### config.mk
export PLATFORM = sky130hd
export DESIGN_NAME = port_debounce
export DESIGN_NICKNAME = d
export VERILOG_FILES = /design/src/rtl/port_debounce_pkg.sv /design/src/rtl/dbn_cfg_regs.sv /design/src/rtl/dbn_pin_fsm.sv /design/src/rtl/port_debounce.sv
export SDC_FILE = /design/constraint.sdc
export NUM_CORES = 1
export LEC_CHECK = 0
export BUFFER_PORTS_ARGS = -buffer_cell sky130_fd_sc_hd__buf_2
export CORE_UTILIZATION = 30
export CTS_BUF_LIST = sky130_fd_sc_hd__clkbuf_2 sky130_fd_sc_hd__clkbuf_4 sky130_fd_sc_hd__clkbuf_8
export DETAILED_ROUTE_END_ITERATION = 6
export MAX_ROUTING_LAYER = met4
export PLACE_DENSITY_LB_ADDON = 0.1
export SLEW_MARGIN = 20
export SYNTH_ARGS = -nofsm -noshare
export SYNTH_HDL_FRONTEND = slang
export SYNTH_SLANG_ARGS = --single-unit
### constraint.sdc
create_clock -name clk -period 3.8 [get_ports clk]
set_clock_uncertainty 0.15 [all_clocks]
set_input_delay 0.38 -clock clk [delete_from_list [all_inputs] [get_ports clk]]
set_output_delay 0.38 -clock clk [all_outputs]
set_load 0.03 [all_outputs]
### src/rtl/port_debounce_pkg.sv
package port_debounce_pkg;

    typedef enum logic [1:0] {
        ST_SEED   = 2'd0,
        ST_STABLE = 2'd1,
        ST_COUNT  = 2'd2
    } dbn_state_e;

endpackage

### src/rtl/dbn_cfg_regs.sv
module dbn_cfg_regs #(
    parameter int PINS  = 8,
    parameter int CNT_W = 8
) (
    input  logic               clk,
    input  logic               rst_n,
    input  logic               en_we_i,
    input  logic [2*PINS-1:0]  en_wdata_i,
    input  logic               lim_we_i,
    input  logic [CNT_W-1:0]   lim_wdata_i,
    output logic [PINS-1:0]    en_q_o,
    output logic [CNT_W-1:0]   lim_q_o
);

    localparam int MASK_LSB = PINS;

    // masked enable bits: one flop per pin, written only under its mask bit
    for (genvar g = 0; g < PINS; g++) begin : g_en_bit
        always_ff @(posedge clk or negedge rst_n) begin
            if (!rst_n) begin
                en_q_o[g] <= 1'b0;
            end else if (en_we_i && en_wdata_i[MASK_LSB + g]) begin
                en_q_o[g] <= en_wdata_i[g];
            end
        end
    end

    // single threshold shared by the whole port
    always_ff @(posedge clk or negedge rst_n) begin
        if (!rst_n) begin
            lim_q_o <= '0;
        end else if (lim_we_i) begin
            lim_q_o <= lim_wdata_i;
        end
    end

endmodule

### src/rtl/dbn_pin_fsm.sv
module dbn_pin_fsm
    import port_debounce_pkg::*;
#(
    parameter int CNT_W = 8
) (
    input  logic              clk,
    input  logic              rst_n,
    input  logic              raw_i,
    input  logic              tick_i,
    input  logic              en_i,
    input  logic [CNT_W-1:0]  limit_i,
    output logic              filt_o
);

    localparam int EXT_W = CNT_W + 1;

    dbn_state_e       state_q, state_d;
    logic             filt_q, filt_d;
    logic [CNT_W-1:0] cnt_q, cnt_d;
    logic             differs;
    logic             bypass;
    logic [EXT_W-1:0] cnt_inc;
    logic             at_limit;

    assign differs  = raw_i ^ filt_q;
    assign bypass   = !en_i || (limit_i == '0);
    assign cnt_inc  = {1'b0, cnt_q} + {{CNT_W{1'b0}}, 1'b1};
    assign at_limit = cnt_inc >= {1'b0, limit_i};

    // next-state and next-value logic
    always_comb begin
        state_d = state_q;
        filt_d  = filt_q;
        cnt_d   = cnt_q;
        unique case (state_q)
            ST_SEED: begin
                filt_d  = raw_i;
                cnt_d   = '0;
                state_d = ST_STABLE;
            end
            ST_STABLE: begin
                if (differs) begin
                    if (bypass) begin
                        filt_d = raw_i;
                    end else if (tick_i) begin
                        if (at_limit) begin
                            filt_d = raw_i;
                        end else begin
                            cnt_d   = cnt_inc[CNT_W-1:0];
                            state_d = ST_COUNT;
                        end
                    end
                end
            end
            ST_COUNT: begin
                if (bypass) begin
                    filt_d  = raw_i;
                    cnt_d   = '0;
                    state_d = ST_STABLE;
                end else if (!differs) begin
                    cnt_d   = '0;
                    state_d = ST_STABLE;
                end else if (tick_i) begin
                    if (at_limit) begin
                        filt_d  = raw_i;
                        cnt_d   = '0;
                        state_d = ST_STABLE;
                    end else begin
                        cnt_d = cnt_inc[CNT_W-1:0];
                    end
                end
            end
            default: begin
                state_d = ST_SEED;
            end
        endcase
    end

    // state register
    always_ff @(posedge clk or negedge rst_n) begin
        if (!rst_n) begin
            state_q <= ST_SEED;
        end else begin
            state_q <= state_d;
        end
    end

    // output and count registers
    always_ff @(posedge clk or negedge rst_n) begin
        if (!rst_n) begin
            filt_q <= 1'b0;
            cnt_q  <= '0;
        end else begin
            filt_q <= filt_d;
            cnt_q  <= cnt_d;
        end
    end

    assign filt_o = filt_q;

endmodule

### src/rtl/port_debounce.sv
module port_debounce #(
    parameter int PINS  = 8,
    parameter int CNT_W = 8
) (
    input  logic               clk,
    input  logic               rst_n,
    input  logic [PINS-1:0]    pin_i,
    input  logic               tick_i,
    input  logic               en_we_i,
    input  logic [2*PINS-1:0]  en_wdata_i,
    input  logic               lim_we_i,
    input  logic [CNT_W-1:0]   lim_wdata_i,
    output logic [PINS-1:0]    filt_o,
    output logic [PINS-1:0]    en_o,
    output logic [CNT_W-1:0]   lim_o
);

    logic [PINS-1:0]  en_q;
    logic [CNT_W-1:0] lim_q;

    dbn_cfg_regs #(
        .PINS  (PINS),
        .CNT_W (CNT_W)
    ) cfg_i (
        .clk         (clk),
        .rst_n       (rst_n),
        .en_we_i     (en_we_i),
        .en_wdata_i  (en_wdata_i),
        .lim_we_i    (lim_we_i),
        .lim_wdata_i (lim_wdata_i),
        .en_q_o      (en_q),
        .lim_q_o     (lim_q)
    );

    for (genvar g = 0; g < PINS; g++) begin : g_pin
        dbn_pin_fsm #(
            .CNT_W (CNT_W)
        ) fsm_i (
            .clk     (clk),
            .rst_n   (rst_n),
            .raw_i   (pin_i[g]),
            .tick_i  (tick_i),
            .en_i    (en_q[g]),
            .limit_i (lim_q),
            .filt_o  (filt_o[g])
        );
    end

    assign en_o  = en_q;
    assign lim_o = lim_q;

endmodule

Word level (Yosys, flattened, before mapping)
Cells that the tools add are included.
{"block": "word_totals", "inputBits": 37, "ff_bits": 104, "word_cells": 394, "out_inout_bits": 24}
{"block": "op_classes", "reduce_logical": 65, "n_addsub": 8, "bitwise_logic": 8, "eq_ne": 72, "n_lt_le_gt_ge": 8, "n_mux": 200}
{"op": "$mux 8", "count": 64}
{"op": "$pmux 8 s3", "count": 8}
{"op": "$mux 2", "count": 64}
{"op": "$reduce_and 6->1", "count": 16}
{"op": "$add 8x1->9 const B", "count": 8}
{"op": "$ge 9x8->1", "count": 8}
{"op": "$ne 4x4->1 const B", "count": 16}
{"op": "$mux 1", "count": 48}
{"op": "$ne 2x2->1 const B", "count": 24}
{"op": "$pmux 2 s3", "count": 8}
{"op": "$ne 3x1->1 const B", "count": 8}
{"op": "$pmux 1 s3", "count": 8}
{"op": "$reduce_and 3->1", "count": 8}
{"op": "$reduce_bool 3->1", "count": 8}
{"op": "$eq 2x1->1 const B", "count": 8}
{"op": "$eq 2x2->1 const B", "count": 8}
{"op": "$logic_not 2->1", "count": 8}
{"op": "$ne 2x1->1 const B", "count": 8}
{"op": "$logic_and 1x1->1", "count": 8}
{"op": "$logic_not 1->1", "count": 8}
{"op": "$logic_not 8->1", "count": 1}
{"op": "$logic_or 1x1->1", "count": 8}
{"op": "$xor 1x1->1", "count": 8}

Logic depth before layout (Yosys ltp)
Gate-level depths: netlist of run 1.
{"block": "depth", "ltp_word": 7, "mapped_depth": 13, "mapped_depth_nobuf": 12}

By module
From an unflattened synthesis of run 1, not the netlist that was laid out.
{"block": "unflattened", "cells_unflattened": 931, "area_unflattened_um2": 8674.6}
{"mod": "dbn_pin_fsm (g_pin[0].fsm_i ...)", "seq_area_each_um2": 275.3, "area_each_um2": 991.0, "instances": 4, "cells_each": 115}
{"mod": "dbn_pin_fsm (g_pin[4].fsm_i ...)", "seq_area_each_um2": 275.3, "area_each_um2": 1036.0, "instances": 3, "cells_each": 108}
{"mod": "dbn_pin_fsm (g_pin[7].fsm_i)", "seq_area_each_um2": 275.3, "area_each_um2": 945.9, "instances": 1, "cells_each": 105}
{"mod": "dbn_cfg_regs", "seq_area_each_um2": 400.4, "area_each_um2": 656.9, "instances": 1, "cells_each": 42}

Least setup slack after synthesis of run 1
OpenSTA, ideal clock, no wires.
{"block": "synth_path", "kind": "flip-flop to flip-flop", "startpoint": "register g_pin[0].fsm_i.cnt_q[3]", "endpoint": "register g_pin[0].fsm_i.cnt_q[1]", "path_slack_ps": 708, "n_path_buf": 1, "synth_period_minus_slack_ps": 3092, "stages_incl_launch_ff": 14, "t_arrival_ps": 2846, "t_required_ps": 3555, "setup_time_ps": 95, "path_cell_list": "dfrtp_1 -> and3_1 -> and3_1 -> and3_1 -> xnor2_1 -> inv_1 -> ha_1 -> o2111a_1 -> and2_1 -> a311oi_1 -> a31oi_1 -> or2_1 -> clkbuf_1 -> o31ai_1"}
{"block": "synth_via", "elab_chain_len": 7, "word_cells_on_any_way": 9}
{"element": "start: declaration", "line_no": "dbn_pin_fsm.sv:19", "text": "logic [CNT_W-1:0] cnt_q, cnt_d;"}
{"element": "start signal: assignment", "line_no": "dbn_pin_fsm.sv:95", "text": "cnt_q <= cnt_d;"}
{"element": "$add 8x1->9 *", "line_no": "dbn_pin_fsm.sv:27", "text": "assign cnt_inc = {1'b0, cnt_q} + {{CNT_W{1'b0}}, 1'b1};"}
{"element": "$ge 9x8->1 *", "line_no": "dbn_pin_fsm.sv:28", "text": "assign at_limit = cnt_inc >= {1'b0, limit_i};"}
{"element": "$mux 8", "line_no": "dbn_pin_fsm.sv:64", "text": "if (at_limit) begin"}
{"element": "$mux 8", "line_no": "dbn_pin_fsm.sv:63", "text": "end else if (tick_i) begin"}
{"element": "$mux 8", "line_no": "dbn_pin_fsm.sv:60", "text": "end else if (!differs) begin"}
{"element": "$mux 8", "line_no": "dbn_pin_fsm.sv:56", "text": "if (bypass) begin"}
{"element": "$pmux 8 s3", "line_no": "dbn_pin_fsm.sv:35", "text": "unique case (state_q)"}
Mark *: on every way between the ends. The rest lies on a longest branch, timed or not. The select of a mux whose other input is x is not followed.
A chain may end at the register's enable or synchronous reset.

Worst setup path after layout of run 1
{"block": "layout_path", "startpoint": "register cfg_i.lim_q_o[1]", "endpoint": "register g_pin[7].fsm_i.cnt_q[2]"}
{"block": "layout_via", "elab_chain_len": 6, "word_cells_on_any_way": 12}
{"element": "start: declaration", "line_no": "dbn_cfg_regs.sv:12", "text": "output logic [CNT_W-1:0] lim_q_o"}
{"element": "start signal: assignment", "line_no": "dbn_cfg_regs.sv:33", "text": "lim_q_o <= lim_wdata_i;"}
{"element": "$ge 9x8->1", "line_no": "dbn_pin_fsm.sv:28"}
{"element": "$mux 8", "line_no": "dbn_pin_fsm.sv:64"}
{"element": "$mux 8", "line_no": "dbn_pin_fsm.sv:63"}
{"element": "$mux 8", "line_no": "dbn_pin_fsm.sv:60"}
{"element": "$mux 8", "line_no": "dbn_pin_fsm.sv:56"}
{"element": "$pmux 8 s3", "line_no": "dbn_pin_fsm.sv:35"}
{"element": "end signal: assignment", "line_no": "dbn_pin_fsm.sv:95"}
{"element": "end: declaration", "line_no": "dbn_pin_fsm.sv:19"}
Several ways; a longest one is shown, not always the timed one. The select of a mux whose other input is x is not followed.

==> results of run 1 <==
-- layout make-up --
type	count	area, sq um
timing repair buffer	82	483
sequential	104	2600
tap	335	419
clock buffer	9	124
multi-input combinational	649	5040
clock inverter	7	103
fill	2647	17100
inverter	39	146
-- cells by family (layout without fill, tap and decap cells) --
logic type      Yosys count  count (layout)  synth area share [%]
flops                   104             104                  32.7
xor+xnor                 50              50                  5.50
buf+inv                  68             137                  4.04
fa+ha+maj               111             111                  17.4
compound gates          208             208                  19.9
mux                      34              34                  4.74
simple gates            246             246                  15.7
-- cell usage in the layout (no fill, tap or decap), drive strengths merged, types with 7 or more instances in the layout --
cell and n:
o21bai 9, inv 42, nor2b 9, xnor2 24
and3 27, a221o 7, nand2 68, mux2i 7
xor2 26, mux2 27, dfrtp 104, clkbuf 9
nor2 37, nand4 10, a22o 32, nor3 9
ha 111, and2 11, o31ai 14, a32oi 9
o21ai 44, a21oi 28, nand3 37, a41oi 8
buf 81, nand2b 16
-- worst max path at each step --
stage          cells after the start               startpoint                       to
6_report                           8         cfg_i.lim_q_o[1]  g_pin[7].fsm_i.cnt_q[2]
5_1_grt                           11  g_pin[7].fsm_i.cnt_q[0]  g_pin[7].fsm_i.cnt_q[2]
4_1_cts                           11  g_pin[7].fsm_i.cnt_q[0]  g_pin[7].fsm_i.cnt_q[2]
2_1_floorplan                     13  g_pin[0].fsm_i.cnt_q[3]  g_pin[0].fsm_i.cnt_q[1]
3_3_place_gp                      11  g_pin[7].fsm_i.cnt_q[0]  g_pin[7].fsm_i.cnt_q[2]
3_5_place_dp                      11  g_pin[7].fsm_i.cnt_q[0]  g_pin[7].fsm_i.cnt_q[2]
-- state kept, by name, summed over array words and instances (netlist names) --
signal,flops
g_pin.fsm_i.cnt_q,64
g_pin.fsm_i.state_q,16
cfg_i.en_q_o,8
cfg_i.lim_q_o,8
g_pin.fsm_i.filt_o,8
-- Yosys cell counts, drive strengths merged (26+ instances only) --
cell type	number
ha	111
dfrtp	104
nand2	68
o21ai	44
inv	39
nand3	37
nor2	37
a22o	32
a21oi	28
and3	27
mux2	27
xor2	26
-- metrics by stage --
step | worst slack (ns) | std cells | hold WS [ns] | total power, mW
2_1_floorplan | 0.708 | 821 | -0.0656 | 3.31
3_3_place_gp | 0.422 | 1208 | 0.335 | 3.95
3_5_place_dp | 0.400 | 1208 | 0.335 | 3.90
4_1_cts | 0.350 | 1225 | 0.00607 | 4.77
5_1_grt | 0.107 | 1225 | 0.0379 | 5.14
6_report | 0.455 | 1225 | 0.0305 | 4.70
-- per-layer routing --
metal,vias up,track usage (%)
li1,3162,-
met1,2974,22.6
met2,65,26.1
met3,15,2.36
met4,0,3.79
met5,-,-
-- worst register-to-register path: stages (launching register included) --
cell and delay [ns]:
dfrtp_1 0.47, inv_1 0.46, ha_1 0.33, o21ai_0 0.16, a21oi_1 0.06, o31ai_1 0.51
a31oi_1 0.28, or2_0 0.40, a221o_1 0.40
-- power groups by stage --
stage	sequential, mW	clock [mW]	combinational, mW
finish	1.53	0.834	2.34
global route	1.57	0.912	2.65
CTS	1.53	0.883	2.36
detailed placement	1.55	0	2.35
global placement	1.56	0	2.39
floorplan	1.51	0	1.80
-- repair_timing --
action,in CTS,in global routing
hold buffers,1,0
setup endpoints to repair,0,2
setup buffers,0,0
gates resized for setup,0,1
hold endpoints to repair,49,0
==> metrics.yaml, run 1 <==
outcome:
  status: "finished, final reports clean"
drt:
  drt-initial-drc-count: 243
  post-route-drc-count: 0
  via_count: 6216
  via_per_inst: 5.07
  drt-pass1-iter-count: 4
  highest-signal-layer: "met4"
  wl_met1_mm: 10.5
  wl_met2_mm: 9.61
  antenna_left: 0
  routed_wl_mm: 20.8
  wl_per_cell_um: 17.0
  wl_met3_um: 504
clock_tree:
  cts_tree: "done"
  cts_buffers: 9
  clk_pin_slew_worst_paths_ns: 0.12
  h-tree-depth: 3
  clock_latency_ns: 0.40
  clockBufferDepth: 2
  ctsRootBufferMaster: "clkbuf_8"
  cts.sinks: 104
placed_design:
  dp_hpwl_mm: 15.2
  routabilityCongestion: 0.765
  port_buffers: 60
  post_dp_cell_area_sq_um: 8680
global_route:
  grt_usage_pct: 16.7
  antenna_found_initial: 0
  first_global_vias: 6197
  grt_pass1_wl_mm: 33.7
  grt_max_degree: 56
  globalRouteOverflowTotal: 0
timing:
  slew_headroom_pct: 52.1
  drv_slew: 0
  min_period_ns: 3.35
  fin_setup_tns_ns: 0
  rsz0062_at_grt: "no"
  hold_viol: 0
  clock.fmax_mhz: 299
  setup_violations: 0
  fin_crit_sh_pct: 88.0
  worstMarginPinSlew_ns: 0.718
setup_path:
  critical_path_arrival_ns: 3.48
  max_stage_delay_ns: 0.51
  crit_chain: "inv_1, ha_1, o21ai_0, a21oi_1, o31ai_1, a31oi_1, or2_0, a221o_1"
  start_kind: "flop"
  path_buf_inv: 1
  path_delay_family: "compound AO/OA/AOI/OAI gates"
  rr_worst_depth: 8
  regToRegStartpoint: "cfg_i.lim_q_o[1]"
  path_max_fanout: 9
  worst_ep_required_time_ns: 3.93
  r2r_slack_ns: 0.45
  timing_worst_setup_path_type: "flop to flop"
  cpMaxStageDelayCell: "o31ai_1"
  end_kind: "flop"
  reg2reg_to: "g_pin[7].fsm_i.cnt_q[2]"
floorplan:
  coreArea_sq_um: 26100
  die_h_um: 165
  fp-row-count: 59
  dieArea_sq_um: 27200
  start_util_pct: 30.6
  die_width_um: 165
  io_pins: 61
finish:
  area_delta_synth_final_pct: 12.0
  final_nets: 1033
  drive_gt1_share_pct: 17.0
  final_util_pct: 34.2
  fin_area_sq_um: 8920
  antenna_cells: 0
yosys:
  async_reset_ff_share_pct: 100
  avgSynthCellArea_sq_um: 9.70
  ys_seq_elements: 104
  synth_edf_count: 0
  syn_area_sq_um: 7960
  synth_flop_cell: "dfrtp_1"
  yosys-top-cells-area: "dfrtp_1, ha_1, mux2_2"
  syn_inst: 821
  synth_top_area_cell: "dfrtp_1"
  yosysSeqAreaShare_pct: 32.7
  yosys.area.top_type_share_pct: 32.7
  synth_cell_types: 72
  synth_warnings: 0
  synth_fp_nets: 969
power_and_ir_drop:
  netSwitchingFraction_pct: 44.0
  p_int_mw: 2.63
  power_density_nw_per_um2: 527
  power.leakage_nw: 4.31
  comb_power_share_pct: 49.8
  power_frac_seq_pct: 32.5
  clockPowerShare_pct: 17.7
  switchingPower_mw: 2.07
  max-vdd-ir-drop_v: 0.000250
worst_hold_path:
  min_path_type: "input port to flop"
  hp-start: "lim_wdata_i[1]"
  hold_end: "cfg_i.lim_q_o[1]"
  min_path_cells: 3
flow_run:
  maxCapViolations: 0
Power figures use the tool's default switching activity.
==> run 2: changes to the inputs <==
Settings changed: SYNTH_HIERARCHICAL from default to 1.
==> run 2 against run 1 <==
Setup slack worse by 0.059 ns. Core utilization grew 0.45 points. Critical endpoint is now g_pin[0].fsm_i/cnt_q[5]. Cell count grew 14%. Non-clock buffer count fell by 4. Critical path type unchanged. Hold slack improved by 0.028 ns. Area after synthesis up 8.9%. Via count increased by 12%. Sequential share of layout area decreased by 2.5 points. Highest routed layer unchanged. Clock power decreased by 8.5%. Synthesized cell count up 13%.
==> metrics.yaml, run 2 <==
outcome:
  status: "finished, final reports clean"  # unchanged
global_route:
  grt_usage_pct: 16.2  # was 16.7%
  antenna_found_initial: 1  # was 0
  first_global_vias: 6922  # was 6197
  grt_max_degree: 55  # was 56
  globalRouteOverflowTotal: 0  # unchanged
  grt_pass1_wl_mm: 36.3  # was 33.7 mm
yosys:
  synth_commonest_cells: "ha_1, dfrtp_1, inv_1, nand2_1, xnor2_1"  # was ha_1, dfrtp_1, nand2_1, o21ai_0, inv_1
  avgSynthCellArea_sq_um: 9.32  # was 9.70 sq um
  synth_warnings: 6  # was 0
  ys_seq_elements: 104  # unchanged
  synth_cell_types: 64  # was 72
  synth_top_area_cell: "dfrtp_1"  # unchanged
  async_reset_ff_share_pct: 100  # unchanged
  syn_inst: 931  # was 821
  synth_fp_nets: 1076  # was 969
  yosysSeqAreaShare_pct: 30.0  # was 32.7%
  synth_edf_count: 0  # unchanged
  syn_area_sq_um: 8670  # was 7960 sq um
  synth_most_common_cell: "ha_1"  # unchanged
  synth_flop_cell: "dfrtp_1"  # unchanged
  yosys.area.top_type_share_pct: 30.0  # was 32.7%
  yosys-top-cells-area: "dfrtp_1, ha_1, inv_1"  # was dfrtp_1, ha_1, mux2_2
timing:
  fin_crit_sh_pct: 89.6  # was 88.0%
  drv_slew: 0  # unchanged
  setup_violations: 0  # unchanged
  holdWs_ns: 0.0584  # was 0.0305 ns
  clock.fmax_mhz: 294  # was 299 MHz
  rsz0062_at_grt: "no"  # unchanged
  hold_viol: 0  # unchanged
  min_period_ns: 3.40  # was 3.35 ns
  fin_setup_tns_ns: 0  # unchanged
  worstMarginPinSlew_ns: 0.771  # was 0.718 ns
  finalWorstSetupSlack_ns: 0.395  # was 0.455 ns
  slew_headroom_pct: 48.6  # was 52.1%
drt:
  drt-initial-drc-count: 364  # was 243
  via_per_inst: 4.99  # was 5.07
  routed_wl_mm: 21.9  # was 20.8 mm
  antenna_left: 0  # unchanged
  via_count: 6939  # was 6216
  drt-pass1-iter-count: 4  # unchanged
  post-route-drc-count: 0  # unchanged
  wl_per_cell_um: 15.8  # was 17.0 um
setup_path:
  timing_worst_setup_path_type: "flop to flop"  # unchanged
  regToRegStartpoint: "g_pin[0].fsm_i/cnt_q[0]"  # was cfg_i.lim_q_o[1]
  path_max_fanout: 14  # was 9
  crit_start: "g_pin[0].fsm_i/cnt_q[0]"  # was cfg_i.lim_q_o[1]
  critical_path_arrival_ns: 3.58  # was 3.48 ns
  start_kind: "flop"  # unchanged
  worst_ep_required_time_ns: 3.97  # was 3.93 ns
  end_kind: "flop"  # unchanged
finish:
  largest_reg_flops: 64  # unchanged
  area_delta_synth_final_pct: 12.3  # was 12.0%
  reg_top3: "g_pin.fsm_i/cnt_q (64), g_pin.fsm_i/state_q (16)"  # was g_pin.fsm_i.cnt_q (64), g_pin.fsm_i.state_q (16)
  final_cell_mix: "ha_1, dfrtp_1, inv_1"  # was ha_1, dfrtp_1, nand2_1
  largest-register: "g_pin.fsm_i/cnt_q"  # was g_pin.fsm_i.cnt_q
  final_nets: 1153  # was 1033
  final_common_cell: "ha_1"  # unchanged
  drive_gt1_share_pct: 15.1  # was 17.0%
  antenna_cells: 0  # unchanged
power_and_ir_drop:
  p_total_mw: 4.62  # was 4.70 mW
  max-vdd-ir-drop_v: 0.000249  # was 0.000250 V
  power.leakage_nw: 4.76  # was 4.31 nW
  netSwitchingFraction_pct: 44.9  # was 44.0%
  clockPowerShare_pct: 16.5  # was 17.7%
  power_frac_seq_pct: 32.7  # was 32.5%
  power_density_nw_per_um2: 474  # was 527 nW/um^2
  switchingPower_mw: 2.07  # about the same
  comb_power_share_pct: 50.7  # was 49.8%
  p_int_mw: 2.54  # was 2.63 mW
clock_tree:
  cts_repair_resize_count: 0  # unchanged
  h-tree-depth: 3  # unchanged
  clock_latency_ns: 0.39  # was 0.40 ns
  cts.sinks: 104  # unchanged
  cts_tree: "done"  # unchanged
  clk_pin_slew_worst_paths_ns: 0.11  # was 0.12 ns
  clockBufferDepth: 2  # unchanged
  cts_buffers: 9  # unchanged
  ctsRootBufferMaster: "clkbuf_8"  # unchanged
placed_design:
  port_buffers: 60  # unchanged
  dp_hpwl_mm: 16.4  # was 15.2 mm
  dp_slack_ns: 0.415  # was 0.400 ns
  routabilityCongestion: 0.808  # was 0.765
flow_run:
  maxCapViolations: 0  # unchanged
floorplan:
  die_h_um: 172  # was 165 um
  start_util_pct: 30.9  # was 30.6%
  fp-row-count: 61  # was 59
  io_pins: 61  # unchanged
  dieArea_sq_um: 29600  # was 27200 sq um
  die_width_um: 172  # was 165 um
  coreArea_sq_um: 28100  # was 26100 sq um
worst_hold_path:
  hp-start: "en_wdata_i[0]"  # was lim_wdata_i[1]
  min_path_type: "input port to flop"  # unchanged
[run 2: cells by family (layout without fill, tap and decap cells)]
group	after synthesis	count (layout)	synth area share, %
xor+xnor	54	54	5.45
buf+inv	113	195	5.09
compound gates	234	234	20.7
mux	36	36	4.96
fa+ha+maj	108	108	15.6
flops	104	104	30.0
simple gates	282	282	18.2
[run 2: layer usage]
layer	part of all wire, %	track usage [%]	vias up	wire, um
met5	0	-	-	0
li1	-	-	3546	-
met4	1.2	3.42	0	255
met3	2.1	2.15	23	471
met1	50	21.3	3271	11000
met2	46	26.3	99	10200
[run 2: metrics by stage]
stage	cell area (sq um)	std cells	util [%]
after floorplan	8670	931	-
after global placement	9530	1374	33.9
after detailed placement	9530	1374	33.9
after CTS	9740	1391	34.7
after global routing	9740	1391	34.7
final	9740	1391	34.7
[run 2: cell type report]
type | count | area, sq um
fill | 3028 | 18300
multi-input combinational | 714 | 5630
sequential | 104 | 2600
tap | 378 | 473
timing repair buffer | 78 | 453
inverter | 101 | 379
clock buffer | 9 | 124
clock inverter | 7 | 80.1
[run 2: final timing paths]
kind	slack, ns	cells past startpoint	to
max	0.40	11	g_pin[0].fsm_i/cnt_q[5]
min	0.06	2	cfg_i/en_q_o[0]
max reg2reg	0.40	11	g_pin[0].fsm_i/cnt_q[5]
min reg2reg	0.38	1	cfg_i/lim_q_o[7]
max in group asynchronous	2.29	3	g_pin[6].fsm_i/cnt_q[6]
min in group asynchronous	0.44	2	g_pin[0].fsm_i/cnt_q[2]
[run 2: critical path: stages, from the launching register on]
cell and delay, ns:
dfrtp_1 0.44, ha_1 0.27, nand3_1 0.14, or2_1 0.27, xnor2_1 0.14, ha_1 0.21, a211o_1 0.27, a21oi_1 0.11
o221ai_1 0.24, o31a_1 0.50, or4_1 0.51, o21ai_1 0.08
[run 2: power by group through the flow]
stage / registers, mW / logic [mW] / clock network (mW)
finish: 1.51 / 2.34 / 0.763
global route: 1.55 / 2.63 / 0.845
CTS: 1.52 / 2.36 / 0.816
detailed placement: 1.54 / 2.36 / 0
global placement: 1.54 / 2.38 / 0
floorplan: 1.63 / 1.59 / 0
[run 2: what timing repair did]
| item | in CTS | in global routing |
|---|---|---|
| hold buffers | 1 | 0 |
| setup buffers | 0 | 0 |
| hold endpoints to repair | 53 | 0 |
